File: config.mk
export PLATFORM = sky130hd
export DESIGN_NAME = three_phase_deadtime
export DESIGN_NICKNAME = d
export VERILOG_FILES = /design/src/rtl/dt_pkg.sv /design/src/rtl/dt_prescaler.sv /design/src/rtl/dt_phase.sv /design/src/rtl/three_phase_deadtime.sv
export SDC_FILE = /design/constraint.sdc
export NUM_CORES = 1
export LEC_CHECK = 0
export ABC_AREA = 1
export CORE_ASPECT_RATIO = 1.5
export CORE_MARGIN = 3
export CORE_UTILIZATION = 30
export CTS_CLUSTER_SIZE = 16
export DETAILED_ROUTE_END_ITERATION = 10
export GPL_TIMING_DRIVEN = 0
export PLACE_DENSITY = 0.51
export SETUP_SLACK_MARGIN = 0.2
export SLEW_MARGIN = 20
export SYNTH_ARGS = -nofsm -noshare
export SYNTH_HDL_FRONTEND = slang
export SYNTH_SLANG_ARGS = --single-unit
File: constraint.sdc
create_clock -name clk -period 1.5 [get_ports clk]
set_clock_uncertainty 0.15 [all_clocks]
set_input_delay 0.225 -clock clk [delete_from_list [all_inputs] [get_ports clk]]
set_output_delay 0.225 -clock clk [all_outputs]
set_load 0.05 [all_outputs]
File: src/rtl/dt_pkg.sv
package dt_pkg;

  typedef enum logic {
    TRIG_ONESHOT = 1'b0,
    TRIG_SHIFT   = 1'b1
  } trig_src_e;

  // Start condition of one phase's dead-time counter.
  function automatic logic pick_trigger(input trig_src_e src,
                                        input logic      shr,
                                        input logic      osf,
                                        input logic      saw,
                                        input logic      xfer);
    logic own;
    own = (src == TRIG_SHIFT) ? shr : osf;
    return own | (saw & xfer);
  endfunction

endpackage

File: src/rtl/dt_prescaler.sv
module dt_prescaler #(
  parameter int DIV = 4
) (
  input  logic clk,
  input  logic rst_n,
  input  logic div_sel,
  output logic tick
);
  localparam int PW = (DIV > 1) ? $clog2(DIV) : 1;
  localparam logic [PW-1:0] LAST = PW'(DIV - 1);

  logic [PW-1:0] pc;
  logic          wrap;

  assign wrap = (pc == LAST);

  always_ff @(posedge clk) begin
    if (!rst_n)    pc <= '0;
    else if (wrap) pc <= '0;
    else           pc <= pc + 1'b1;
  end

  assign tick = div_sel ? wrap : 1'b1;

  generate
    if (DIV > 1) begin : g_chk
      // divided ticks never arrive on back-to-back cycles
      p_tick_spacing_r6: assert property (@(posedge clk) disable iff (!rst_n)
        (div_sel && tick) |=> (!div_sel || !tick));
    end
  endgenerate

endmodule

File: src/rtl/dt_phase.sv
module dt_phase #(
  parameter int DT_W = 8
) (
  input  logic            clk,
  input  logic            rst_n,
  input  logic            dt_off,
  input  logic            tick,
  input  logic            trig,
  input  logic [DT_W-1:0] reload,
  input  logic            req_hi,
  input  logic            req_lo,
  output logic            drv_hi,
  output logic            drv_lo
);
  logic [DT_W-1:0] cnt;
  logic            busy;
  logic            running;

  function automatic logic [DT_W-1:0] next_count(input logic [DT_W-1:0] c,
                                                 input logic            tk);
    return (c != '0 && tk) ? c - 1'b1 : c;
  endfunction

  assign running = (cnt != '0);

  always_ff @(posedge clk) begin
    if (!rst_n)      cnt <= '0;
    else if (dt_off) cnt <= '0;
    else if (trig)   cnt <= reload;
    else             cnt <= next_count(cnt, tick);
  end

  // Hold-off starts in the trigger cycle, before the counter is loaded.
  assign busy   = !dt_off && (running || (trig && reload != '0));
  assign drv_hi = rst_n && req_hi && !busy;
  assign drv_lo = rst_n && req_lo && !busy;

  // a trigger loads the reload value present at that edge
  p_load_r5: assert property (@(posedge clk) disable iff (!rst_n)
    (!dt_off && trig) |=> (cnt == $past(reload)));

  // a running count moves by exactly one per tick
  p_countdown_r6: assert property (@(posedge clk) disable iff (!rst_n)
    (!dt_off && !trig && running) |=> (cnt == $past(cnt) - DT_W'($past(tick))));

  // the last tick releases the drives unless a new trigger arrives
  p_release_r5: assert property (@(posedge clk) disable iff (!rst_n)
    (!dt_off && !trig && cnt == DT_W'(1) && tick) |=>
      (trig || (drv_hi == req_hi && drv_lo == req_lo)));

  // bypass passes requests straight through
  p_bypass_r2: assert property (@(posedge clk) disable iff (!rst_n)
    dt_off |-> (drv_hi == req_hi && drv_lo == req_lo));

  // bypass clears the counter
  p_bypass_clear_r2: assert property (@(posedge clk) disable iff (!rst_n)
    dt_off |=> (cnt == '0));

  // zero reload on an idle phase gives no hold-off
  p_zero_reload_r7: assert property (@(posedge clk) disable iff (!rst_n)
    (trig && reload == '0 && !running) |-> (drv_hi == req_hi && drv_lo == req_lo));

endmodule

File: src/rtl/three_phase_deadtime.sv
module three_phase_deadtime #(
  parameter int NPH  = 3,
  parameter int DT_W = 8,
  parameter int DIV  = 4
) (
  input  logic            clk,
  input  logic            rst_n,
  input  logic            dt_off,
  input  logic            div_sel,
  input  logic            trig_sel,
  input  logic            saw_mode,
  input  logic            xfer_strobe,
  input  logic [DT_W-1:0] reload,
  input  logic [NPH-1:0]  req_hi,
  input  logic [NPH-1:0]  req_lo,
  input  logic [NPH-1:0]  shreg_rise,
  input  logic [NPH-1:0]  oneshot_fall,
  output logic [NPH-1:0]  drv_hi,
  output logic [NPH-1:0]  drv_lo
);
  import dt_pkg::*;

  logic           tick;
  logic [NPH-1:0] trig;
  trig_src_e      src;

  assign src = trig_src_e'(trig_sel);

  dt_prescaler #(.DIV(DIV)) u_presc (
    .clk     (clk),
    .rst_n   (rst_n),
    .div_sel (div_sel),
    .tick    (tick)
  );

  generate
    for (genvar i = 0; i < NPH; i++) begin : g_ph
      assign trig[i] = pick_trigger(src, shreg_rise[i], oneshot_fall[i],
                                    saw_mode, xfer_strobe);
      dt_phase #(.DT_W(DT_W)) u_phase (
        .clk    (clk),
        .rst_n  (rst_n),
        .dt_off (dt_off),
        .tick   (tick),
        .trig   (trig[i]),
        .reload (reload),
        .req_hi (req_hi[i]),
        .req_lo (req_lo[i]),
        .drv_hi (drv_hi[i]),
        .drv_lo (drv_lo[i])
      );
    end
  endgenerate

  // outputs are off throughout reset
  always_comb begin
    if (!rst_n) begin
      a_reset_off_r1: assert (drv_hi == '0 && drv_lo == '0);
    end
  end

  // a sawtooth transfer holds every phase off at once
  p_saw_all_r4: assert property (@(posedge clk) disable iff (!rst_n)
    (saw_mode && xfer_strobe && !dt_off && reload != '0) |->
      (drv_hi == '0 && drv_lo == '0));

endmodule

== Word level (Yosys, flattened, before mapping) ==
Index checks and enable logic that the tools add are counted.
Storage, ports and cells
  bits in registers: 26
  input bits: 27
  output and inout bits: 6
Cells by class
  add/subtract/negate cells: 4
  eq/ne operators: 1
  multiplexer cells: 10
  bitwise logic cells: 5
  reductions and logical operators: 37
Operators by type and width (number)
  two-way mux 8 bit: 6
  nonzero test 8 bit: 4
  subtractor 8 x 1 -> 8 bit, second input constant: 3
  logical AND 1 bit: 21
  nonzero test 2 bit: 3
  logical NOT 1 bit: 4
  two-way mux 1 bit: 4
  OR reduction 2 bit: 2
  logical OR 1 bit: 3
  bitwise OR 1 bit: 3
  adder 2 x 1 -> 2 bit, second input constant: 1
  == test 2 bit, second input constant: 1
  AND 1 bit: 1
  NOT 1 bit: 1

== Longest topological paths before layout ==
Gate-level depths: netlist of run 1.
  depth in word-level cells: 7
  gate-level depth with buffers: 9
  depth with buffers taken out: 9

== Hierarchy ==
From an unflattened synthesis of run 1, not the netlist that was laid out.
Second synthesis, totals
  cell total of the unflattened synthesis: 377
  area total of the unflattened synthesis: 2168.3 um^2
By module, submodules not included
  dt_phase: times used 3, cells each 119, area an instance 681.9 um^2
  dt_prescaler: times used 1, cells each 9, area an instance 77.6 um^2
  three_phase_deadtime: times used 1, cells each 11, area an instance 45.0 um^2

== Worst setup path after synthesis of run 1 ==
OpenSTA, ideal clock, no wires.
  path kind: reg-to-output
  from: register g_ph[1].u_phase.cnt[0]
  to: output drv_hi[1]
  data arrival time: 1.198 ns
  data required time: 1.125 ns
  path slack: -0.073 ns
  stages on the path, launching flop included: 8
  cell sequence: dfxtp_1 > inv_1 > ha_1 > nand2_1 > nor2_1 > a21oi_1 > nor2_1 > buf_4
Between the ends
  longest elaborated chain between the ends: 5
Ends and longest elaborated chain
  start, declared: line dt_phase.sv:15  | logic [DT_W-1:0] cnt;
  start signal, assigned: line dt_phase.sv:29  | else if (trig) cnt <= reload;
  start signal, assigned: line dt_phase.sv:30  | else cnt <= next_count(cnt, tick);
  nonzero test 8 bit: line dt_phase.sv:24  | assign running = (cnt != '0);
  logical OR 1 bit: line dt_phase.sv:34  | assign busy = !dt_off && (running || (trig && reload != '0));
  logical AND 1 bit: line dt_phase.sv:34
  logical NOT 1 bit: line dt_phase.sv:35  | assign drv_hi = rst_n && req_hi && !busy;
  logical AND 1 bit: line dt_phase.sv:35
  end, declared: line three_phase_deadtime.sv:18  | output logic [NPH-1:0] drv_hi,
Every way passes these cells.

== Final worst setup path of run 1 ==
  from: input reload[2]
  to: output drv_hi[1]
Between the ends
  longest elaborated chain between the ends: 6
Ends and longest elaborated chain
  start, declared: line three_phase_deadtime.sv:13  | input logic [DT_W-1:0] reload,
  nonzero test 8 bit: line dt_phase.sv:34
  logical AND 1 bit: line dt_phase.sv:34
  logical OR 1 bit: line dt_phase.sv:34
  logical AND 1 bit: line dt_phase.sv:34
  logical NOT 1 bit: line dt_phase.sv:35
  logical AND 1 bit: line dt_phase.sv:35
Every way passes these cells.

==> reports/metrics.cfg, run 1 <==
[status]
status=complete, but fails checks
violations=setup timing

[worst_setup_path]
cp_data_required_time_ns=1.12
cp_top_family=buffers and inverters
start_kind=primary input
worstSetupPathType=primary input to output pin
cpMaxStageDelayCell=dlygate4sd2_1
cp.arrival_ns=1.47
crit_path_end_kind=output pin
worst-path-buf-inv=3
crit_chain=dlygate4sd2_1, nor2_1, nand2_1, o21ai_2, a21oi_4, nor2_2, buf_6, buf_8
slowest_delay_ns=0.31
path_max_fanout=4

[place]
dpl_cell_area_sq_um=2666
gp_congestion=0.8177
dp_hpwl_um=4664
placed_cells=461
place_ws_ns=-1.377
io_buffer_count=31

[power_and_ir_drop]
vdd_drop_max_uv=376.4
p_per_area_nw_per_um2=782.0
switchingPower_uw=1047
pwr-share-seq_pct=30.4
switching_share_pct=39.47
power_frac_clock_pct=17.9
p_leak_uw=0.001561
intPower_uw=1605
power.combinational.fraction_pct=51.7

[routing]
drc_errors=0
drtIter0Drc=77
via_count=2450
avgRoutedWirePerCell_um=12.92
dr.pass1.iters=4
finalWirelength_um=6526
ant_nets=0
viasPerCell=4.851

[sta]
maxSlewHeadroom_pct=76.21
period_share_pct=122.7
worstMarginPinSlew_ns=0.3568
maxSlewViolCount=0
hold_violations=0
max_freq_ghz=0.5433
worst_slack_ns=-0.3406
finalSetupViolations=14
rsz0062_at_grt=true
fin_crit_ns=1.841

[floorplan]
core.rowCount=36
die_y_um=107.1
core_sq_um=6576
die_w_um=73.43
io_pins=33
die_area_sq_um=7866
initial_core_util_pct=31.11

[finish]
fin_nets=464
design_area_sq_um=3391
instances_no_fill=505
fin_util_pct=51.56
antennaDiodeCount=0
area_growth_pct=65.75
layout-drive-gt1-share_pct=41.72

[synthesis]
synth_area_sq_um=2046
syn_inst=354
syn_area_per_cell_sq_um=5.779
synth_seq_cells=26
seq_area_frac_synth_pct=25.44
yosys_warnings=0
synth_cell_types=23
synth_fp_nets=388

[worst_hold_path]
hp-class=primary input to flop

[cts]
ctsRootBufferMaster=clkbuf_8
clock_latency_ns=0.27
clk_path_buf_depth=2
h-tree-depth=1
cts_tree=built
cts_buffers=3
clock-sinks=26
clkTransAtPathRegs_ns=0.10

[job]
maxCapViolations=0

[global_routing]
grt_pass1_vias=2393
grt.total_usage_pct=16.97
grt-ovfl-total=0
grt_pass1_wl_um=10630
grt_max_degree=15
antenna_found_initial=0

-- stage by stage --
stage          power (uW)  setup TNS (ns)  hold WS (ns)
2_1_floorplan        1543               0        0.2546
3_3_place_gp         1798          -16.13        0.2675
3_5_place_dp         1802          -16.22        0.2924
4_1_cts              2516          -2.199        0.1114
5_1_grt              2854          -4.654        0.1271
6_report             2652          -2.678        0.1167
-- worst paths after layout --
kind / cells after the start / slack [ns] / end / from
worst max-delay path: 8 / -0.34 / drv_hi[1] / reload[2]
worst min-delay path: 3 / 0.12 / u_presc.pc[0]$_SDFF_PP0_ / rst_n
worst max register to register: 9 / -0.13 / g_ph[2].u_phase.cnt[2]$_SDFFE_PP0P_ / g_ph[2].u_phase.cnt[0]$_SDFFE_PP0P_
worst min register to register: 1 / 0.30 / u_presc.pc[0]$_SDFF_PP0_ / u_presc.pc[0]$_SDFF_PP0_
-- final cells by class --
cell class | count | area [sq um]
fillers | 681 | 3186
multi-input cells | 279 | 1755
repair buffers | 69 | 635.6
flip-flops and latches | 26 | 561.8
plain buffers | 16 | 148.9
inverters | 35 | 138.9
well taps | 76 | 95.09
clock buffers | 4 | 55.05
-- flip-flops by register name, summed over array words and instances, names as in the netlist --
register          count
g_ph.u_phase.cnt     24
u_presc.pc            2
-- cell families after synthesis --
group / count (synthesis) / synth area share [%]
compound gates: 34 / 10.09
fa+ha+maj: 7 / 4.281
flops: 26 / 25.44
buf+inv: 51 / 11.38
xor+xnor: 3 / 1.285
simple gates: 233 / 47.52
-- repair_timing --
item                       CTS  global route
cloned                       2             0
buffers inserted            29             9
pin swaps                   48            30
gates resized for setup    125            50
setup endpoints to repair   30            30
hold buffers                 0             0
-- cells in the mapped netlist --
master      n  area [sq um]
nor2_1     65         244.0
buf_2       5         25.02
ha_1        7         87.58
inv_2       2         7.510
clkbuf_1    1         3.750
o21ai_4     3         48.80
o21ai_0    12         60.06
nand3_1    49         245.2
or2_1       1         6.260
o21bai_1    1         7.510
nand2_2     4         25.02
clkbuf_2    1         5.000
and3_1      1         6.260
buf_4       9         67.56
and2_1      1         6.260
dfxtp_1    26         520.5
xnor2_1     3         26.28
nand2_1   104         390.4
nor2_2      3         18.77
nor3_1      1         5.000
inv_1      33         123.9
a21oi_1    18         90.09
nand4_1     4         25.02
-- layer usage --
metal | vias to the layer above | global-route usage, % | part of all wire [%]
li1 | 1269 | - | -
met1 | 1128 | 18.97 | 42
met2 | 43 | 32.20 | 53
met3 | 10 | 1.689 | 2.6
met4 | 0 | 5.699 | 2.0
met5 | - | 0 | 0
-- cells in the final DEF, fill, tap and decap left out, types with 2 or more instances in the layout --
cell / n
nand2_1: 83
nor2_1: 45
nand3_1: 36
buf_4: 33
inv_1: 25
buf_6: 18
dlygate4sd2_1: 17
dfxtp_2: 15
nand2_2: 14
nor2_4: 12
nor2_2: 11
nand2_4: 10
nand3_2: 9
a21oi_1: 8
inv_2: 7
a21oi_2: 7
o21ai_0: 7
clkdlybuf4s50_1: 7
dfxtp_4: 6
buf_8: 6
o21ai_2: 5
dfxtp_1: 5
nand3_4: 4
nand4_1: 4
ha_4: 4
clkbuf_8: 4
inv_4: 3
a21oi_4: 3
o21ai_4: 3
xnor2_1: 3
o21ai_1: 2
ha_1: 2
-- worst min-delay path: stages --
cell and delay [ns]:
clkbuf_2 0.14, inv_1 0.09, nor3_1 0.05
-- power by group through the flow --
| stage | logic [uW] | clock network (uW) | registers, uW |
|---|---|---|---|
| 2_1_floorplan | 737 | 0 | 806 |
| 3_3_place_gp | 977 | 0 | 821 |
| 3_5_place_dp | 981 | 0 | 821 |
| 4_1_cts | 1210 | 497 | 807 |
| 5_1_grt | 1510 | 528 | 814 |
| 6_report | 1370 | 475 | 807 |
Power figures use the tool's default switching activity.
==> run 2: changes to the inputs <==
--- a/config.mk
+++ b/config.mk
@@ -6,7 +6,7 @@
 export NUM_CORES = 1
 export LEC_CHECK = 0
 export ABC_AREA = 1
-export CORE_ASPECT_RATIO = 1.5
+export CORE_ASPECT_RATIO = 1.25
 export CORE_MARGIN = 3
 export CORE_UTILIZATION = 30
 export CTS_CLUSTER_SIZE = 16
==> constraint.sdc (replaced) <==
create_clock -name clk -period 1.5 [get_ports clk]
set_clock_uncertainty 0.15 [all_clocks]
set_input_delay 0.225 -clock clk [delete_from_list [all_inputs] [get_ports clk]]
set_output_delay 0.225 -clock clk [all_outputs]
set_load 0.02 [all_outputs]
==> run 2 against run 1 <==
- the flow still finishes with violations (setup timing)
- setup slack improved by 0.052 ns
- global-route usage up 0.49 points
- core utilization shrank 0.80 points
- die area down 0.18%
- clock-buffer cell count decreased by 1
- cell count is 0.99% higher
- maximum frequency rose by 2.9%
- critical path depth unchanged
- largest cell class unchanged
==> reports/metrics.cfg, run 2 (synthesized netlist as in run 1, its figures left out) <==
[place]
gp_congestion=0.8222  ; was 0.8177
dp_hpwl_um=4539  ; was 4664 um
place_ws_ns=-1.069  ; was -1.377 ns
placed_cells=472  ; was 461
io_buffer_count=31  ; unchanged

[floorplan]
die_w_um=79.86  ; was 73.43 um
io_pins=33  ; unchanged
die_y_um=98.33  ; was 107.1 um
core.rowCount=33  ; was 36
initial_core_util_pct=30.97  ; was 31.11%
die_area_sq_um=7852  ; was 7866 sq um
core_sq_um=6606  ; was 6576 sq um

[finish]
final_cell_mix=nand2_1 (79), nor2_1 (52), buf_4 (35)  ; was nand2_1 (83), nor2_1 (45), nand3_1 (36)
largestRegisters=g_ph.u_phase.cnt (24), u_presc.pc (2)  ; unchanged
fin_nets=459  ; was 464
instances_no_fill=510  ; was 505
largest_reg_flops=24  ; unchanged
layout_commonest_cell=nand2_1  ; unchanged
antennaDiodeCount=0  ; unchanged
layout-drive-gt1-share_pct=43.03  ; was 41.72%
regMostFlops=g_ph.u_phase.cnt  ; unchanged
area_growth_pct=63.91  ; was 65.75%

[cts]
h-tree-depth=1  ; unchanged
clock-sinks=26  ; unchanged
ctsRootBufferMaster=clkbuf_8  ; unchanged
clock_latency_ns=0.28  ; was 0.27 ns
cts_buffers=3  ; unchanged
clkTransAtPathRegs_ns=0.09  ; was 0.10 ns
clk_path_buf_depth=2  ; unchanged
hold_buffers=0  ; unchanged
cts_tree=built  ; unchanged

[power_and_ir_drop]
power.combinational.fraction_pct=51.7  ; about the same
pwr-share-seq_pct=32.0  ; was 30.4%
switching_share_pct=39.74  ; was 39.47%
p_leak_uw=0.001525  ; was 0.001561 uW
power_frac_clock_pct=16.4  ; was 17.9%
intPower_uw=1524  ; was 1605 uW
switchingPower_uw=1005  ; was 1047 uW
p_per_area_nw_per_um2=754.4  ; was 782.0 nW/um^2
total_power_uw=2530  ; was 2652 uW
vdd_drop_max_uv=339.1  ; was 376.4 uV

[worst_setup_path]
startpoint=g_ph[1].u_phase.cnt[0]$_SDFFE_PP0P_  ; was reload[2]
worst-path-stages=8  ; unchanged
crit_chain=inv_4, ha_4, nand2_4, nor2_4, a21oi_2, nor2_1, buf_4, buf_6  ; was dlygate4sd2_1, nor2_1, nand2_1, o21ai_2, a21oi_4, nor2_2, buf_6, buf_8
path_max_fanout=2  ; was 4
slowest_delay_ns=0.36  ; was 0.31 ns
r2r-end=g_ph[1].u_phase.cnt[6]$_SDFFE_PP0P_  ; was g_ph[2].u_phase.cnt[2]$_SDFFE_PP0P_
cpMaxStageDelayCell=dfxtp_2  ; was dlygate4sd2_1
worstSetupPathType=flop to output pin  ; was primary input to output pin
critPathCapture=drv_hi[1]  ; unchanged
worst-path-buf-inv=3  ; unchanged
start_kind=flop  ; was primary input
worst_r2r_path_depth=11  ; was 9
rr_startpoint=g_ph[1].u_phase.cnt[1]$_SDFFE_PP0P_  ; was g_ph[2].u_phase.cnt[0]$_SDFFE_PP0P_
cp.arrival_ns=1.41  ; was 1.47 ns
cp_top_family=flip-flops  ; was buffers and inverters
cp_data_required_time_ns=1.12  ; about the same
r2r_slack_ns=-0.11  ; was -0.13 ns
crit_path_end_kind=output pin  ; unchanged

[routing]
finalWirelength_um=6573  ; was 6526 um
viasPerCell=4.792  ; was 4.851
drc_errors=0  ; unchanged
avgRoutedWirePerCell_um=12.89  ; was 12.92 um
via_count=2444  ; was 2450
drtIter0Drc=86  ; was 77
dr.pass1.iters=4  ; unchanged
ant_nets=0  ; unchanged

[sta]
hold_slack_ns=0.1095  ; was 0.1167 ns
worstMarginPinSlew_ns=0.3315  ; was 0.3568 ns
fin_crit_ns=1.788  ; was 1.841 ns
finalSetupViolations=20  ; was 14
maxSlewHeadroom_pct=77.67  ; was 76.21%
rsz0062_at_grt=true  ; unchanged
period_share_pct=119.2  ; was 122.7%
hold_violations=0  ; unchanged
worst_slack_ns=-0.2881  ; was -0.3406 ns
maxSlewViolCount=0  ; unchanged
max_freq_ghz=0.5593  ; was 0.5433 GHz

[global_routing]
grt_pass1_vias=2360  ; was 2393
grt.total_usage_pct=17.46  ; was 16.97%
grt_pass1_wl_um=10960  ; was 10630 um
grt_max_degree=14  ; was 15
grt-ovfl-total=0  ; unchanged
antenna_found_initial=0  ; unchanged

[worst_hold_path]
hp-class=primary input to flop  ; unchanged

[job]
maxCapViolations=0  ; unchanged

[status]
violations=setup timing  ; unchanged
status=complete, but fails checks  ; unchanged

[run 2: layout make-up]
cell class              count  area [sq um]
multi-input cells         278          1779
flip-flops and latches     26         565.5
clock buffers               3         41.29
well taps                  87         108.9
plain buffers              16         127.6
repair buffers             65         591.8
fillers                   691          3253
inverters                  35         138.9
[run 2: through the flow]
step / TNS [ns] / area (sq um) / utilization (%)
after floorplan: 0 / 2247 / -
after global placement: -16.05 / 2666 / 40.36
after detailed placement: -16.01 / 2666 / 40.36
after CTS: -2.300 / 3075 / 46.55
after global routing: -4.241 / 3353 / 50.76
final: -2.485 / 3353 / 50.76
[run 2: how the worst min path moves through the flow]
| stage | from | endpoint | slack, ns | cells past startpoint |
|---|---|---|---|---|
| 6_report | rst_n | u_presc.pc[0]$_SDFF_PP0_ | 0.11 | 3 |
| 3_5_place_dp | u_presc.pc[0]$_SDFF_PP0_ | u_presc.pc[0]$_SDFF_PP0_ | 0.27 | 1 |
| 3_3_place_gp | u_presc.pc[0]$_SDFF_PP0_ | u_presc.pc[0]$_SDFF_PP0_ | 0.27 | 1 |
| 2_1_floorplan | u_presc.pc[0]$_SDFF_PP0_ | u_presc.pc[0]$_SDFF_PP0_ | 0.25 | 1 |
| 5_1_grt | rst_n | u_presc.pc[0]$_SDFF_PP0_ | 0.15 | 3 |
| 4_1_cts | rst_n | u_presc.pc[0]$_SDFF_PP0_ | 0.11 | 3 |
[run 2: what timing repair did]
action	in CTS	in global routing
setup buffers	27	7
gates resized for setup	108	57
cloned	1	0
pin swaps	34	26
setup endpoints to repair	30	30
[run 2: per-layer routing]
layer | global-route usage, % | part of all wire (%)
met1 | 22.38 | 42
met2 | 31.45 | 53
met3 | 0.9225 | 3.1
met4 | 4.551 | 1.9
met5 | 0 | 0
[run 2: power by group through the flow]
stage	Combinational (uW)	Sequential (uW)	Clock, uW
3_3_place_gp	950	822	0
2_1_floorplan	709	808	0
4_1_cts	1140	811	429
3_5_place_dp	956	822	0
6_report	1310	809	414
5_1_grt	1440	817	464
[run 2: tightest hold or removal path, delay by kind of cell]
kind | cells | cell delay (ns)
buffers and inverters | 2 | 0.23
AND/OR/NAND/NOR | 1 | 0.05
==> run 3: changes to the inputs <==
--- a/config.mk
+++ b/config.mk
@@ -7,12 +7,11 @@
 export LEC_CHECK = 0
 export ABC_AREA = 1
 export CORE_ASPECT_RATIO = 1.25
-export CORE_MARGIN = 3
 export CORE_UTILIZATION = 30
 export CTS_CLUSTER_SIZE = 16
 export DETAILED_ROUTE_END_ITERATION = 10
 export GPL_TIMING_DRIVEN = 0
-export PLACE_DENSITY = 0.51
+export PLACE_DENSITY = 0.5
 export SETUP_SLACK_MARGIN = 0.2
 export SLEW_MARGIN = 20
 export SYNTH_ARGS = -nofsm -noshare
==> run 3 against run 2 <==
- sequential cell count unchanged
- clock power up 18%
- clock-buffer cell count rose by 1
- critical endpoint unchanged
- critical path type unchanged
- cell count increased by 0.98%
- setup slack got worse by 0.0031 ns
- the run still ends with setup timing left
==> reports/metrics.cfg, run 3 (synthesized netlist as in run 1, its figures left out) <==
[status]
status=complete, but fails checks  ; unchanged
violations=setup timing  ; unchanged

[sta]
finalSetupTns_ns=-4.508  ; was -2.485 ns
max_freq_ghz=0.5583  ; was 0.5593 GHz
worst_slack_ns=-0.2912  ; was -0.2881 ns
worstMarginPinSlew_ns=0.3023  ; was 0.3315 ns
hold_slack_ns=0.1048  ; was 0.1095 ns
maxSlewViolCount=0  ; unchanged
finalSetupViolations=22  ; was 20
hold_violations=0  ; unchanged
maxSlewHeadroom_pct=79.77  ; was 77.67%
fin_crit_ns=1.791  ; was 1.788 ns
rsz0062_at_grt=true  ; unchanged
period_share_pct=119.4  ; was 119.2%

[worst_setup_path]
cp_top_family=flip-flops  ; unchanged
cp.arrival_ns=1.42  ; was 1.41 ns
start_kind=flop  ; unchanged
slowest_delay_ns=0.37  ; was 0.36 ns
cpMaxStageDelayCell=dfxtp_2  ; unchanged
crit_chain=inv_4, ha_4, nand2_4, nor2_4, a21oi_2, nor2_1, buf_4, buf_6  ; unchanged
worstSetupPathType=flop to output pin  ; unchanged
worst-path-buf-inv=3  ; unchanged
r2r_slack_ns=-0.27  ; was -0.11 ns
crit_path_end_kind=output pin  ; unchanged
cp_data_required_time_ns=1.12  ; about the same
path_max_fanout=2  ; unchanged

[cts]
clk_path_buf_depth=2  ; unchanged
h-tree-depth=1  ; unchanged
cts_buffers=3  ; unchanged
cts_tree=built  ; unchanged
hold_buffers=0  ; unchanged
clock_latency_ns=0.28  ; about the same
clock-sinks=26  ; unchanged
clkTransAtPathRegs_ns=0.10  ; was 0.09 ns
ctsRootBufferMaster=clkbuf_8  ; unchanged

[finish]
fin_util_pct=50.92  ; was 50.76%
final_cell_mix=nand2_1 (80), nor2_1 (54), nand3_1 (35)  ; was nand2_1 (79), nor2_1 (52), buf_4 (35)
fin_nets=463  ; was 459
layout-drive-gt1-share_pct=41.36  ; was 43.03%
largestRegisters=g_ph.u_phase.cnt (24), u_presc.pc (2)  ; unchanged
antennaDiodeCount=0  ; unchanged
largest_reg_flops=24  ; unchanged
regMostFlops=g_ph.u_phase.cnt  ; unchanged
design_area_sq_um=3343  ; was 3353 sq um
area_growth_pct=63.43  ; was 63.91%
layout_commonest_cell=nand2_1  ; unchanged

[floorplan]
io_pins=33  ; unchanged
die_w_um=75.86  ; was 79.86 um
die_y_um=94.33  ; was 98.33 um
die_area_sq_um=7155  ; was 7852 sq um
core.rowCount=33  ; unchanged
initial_core_util_pct=31.16  ; was 30.97%
core_sq_um=6565  ; was 6606 sq um

[routing]
ant_nets=0  ; unchanged
dr.pass1.iters=4  ; unchanged
drtIter0Drc=63  ; was 86
via_count=2450  ; was 2444
finalWirelength_um=6769  ; was 6573 um
viasPerCell=4.757  ; was 4.792
avgRoutedWirePerCell_um=13.14  ; was 12.89 um
drc_errors=0  ; unchanged

[global_routing]
antenna_found_initial=0  ; unchanged
grt_pass1_wl_um=10840  ; was 10960 um
grt.total_usage_pct=19.85  ; was 17.46%
grt_pass1_vias=2389  ; was 2360
grt_max_degree=15  ; was 14
grt-ovfl-total=0  ; unchanged

[power_and_ir_drop]
p_per_area_nw_per_um2=776.5  ; was 754.4 nW/um^2
total_power_uw=2596  ; was 2530 uW
p_leak_uw=0.001541  ; was 0.001525 uW
vdd_drop_max_uv=368.5  ; was 339.1 uV

[place]
io_buffer_count=31  ; unchanged
dp_hpwl_um=4441  ; was 4539 um
gp_congestion=0.7552  ; was 0.8222
dpl_cell_area_sq_um=2666  ; unchanged

[worst_hold_path]
hp-class=primary input to flop  ; unchanged

[job]
maxCapViolations=0  ; unchanged

==> run 3: cell count changes in the layout (fill, tap and decap cells not counted), moves of 3 or more <==
cell and change:
buf_6 +4, nand3_1 +3, a21oi_2 -3, nor2_2 -3
a21oi_1 +3, dfxtp_2 +3
==> run 3: power by group <==
group          internal, uW  switching (uW)
clock                   236             253
sequential              743            71.2
combinational           596             697
==> run 3: stage by stage <==
step / setup WS [ns] / instances
floorplan: 0.1461 / 354
detailed placement: -1.085 / 472
CTS: -0.3124 / 509
global placement: -1.091 / 472
finish: -0.2912 / 515
global route: -0.3685 / 515
==> run 3: worst paths after layout <==
path	start	end	cells after the start
hold reg to reg	u_presc.pc[0]$_SDFF_PP0_	u_presc.pc[0]$_SDFF_PP0_	1
setup / recovery	g_ph[1].u_phase.cnt[0]$_SDFFE_PP0P_	drv_hi[1]	8
setup reg to reg	g_ph[1].u_phase.cnt[1]$_SDFFE_PP0P_	g_ph[1].u_phase.cnt[6]$_SDFFE_PP0P_	13
hold / removal	rst_n	u_presc.pc[0]$_SDFF_PP0_	3
==> run 3: routing by layer <==
layer / global-route usage, % / up-vias / wire length (um)
li1: - / 1272 / -
met1: 24.43 / 1136 / 2964
met2: 36.65 / 37 / 3609
met3: 1.073 / 5 / 126
met4: 4.630 / 0 / 70
met5: 0 / - / 0
==> run 3: worst reg2reg max path: stages, from the launching register on <==
cell and delay [ns]:
dfxtp_2 0.34, inv_2 0.07, ha_4 0.14, nand2_4 0.05, buf_6 0.11, buf_6 0.10, buf_6 0.10, buf_6 0.11
o21ai_4 0.18, buf_6 0.14, nand3_2 0.05, nand2_1 0.06, nor2_1 0.04, nor2_1 0.07
==> run 3: final cells by class <==
| type | instances | area, sq um |
|---|---|---|
| timing repair buffer | 68 | 610.6 |
| inverter | 35 | 143.9 |
| sequential | 26 | 561.8 |
| fill | 668 | 3222 |
| buffer | 16 | 131.4 |
| clock buffer | 4 | 55.05 |
| tap | 87 | 108.9 |
| multi-input combinational | 279 | 1732 |
==> run 3: timing repair <==
action	CTS	global route
gates resized for setup	120	37
endpoints found under the setup margin	30	30
pin swaps	42	23
gates cloned	3	0
buffers inserted	30	6
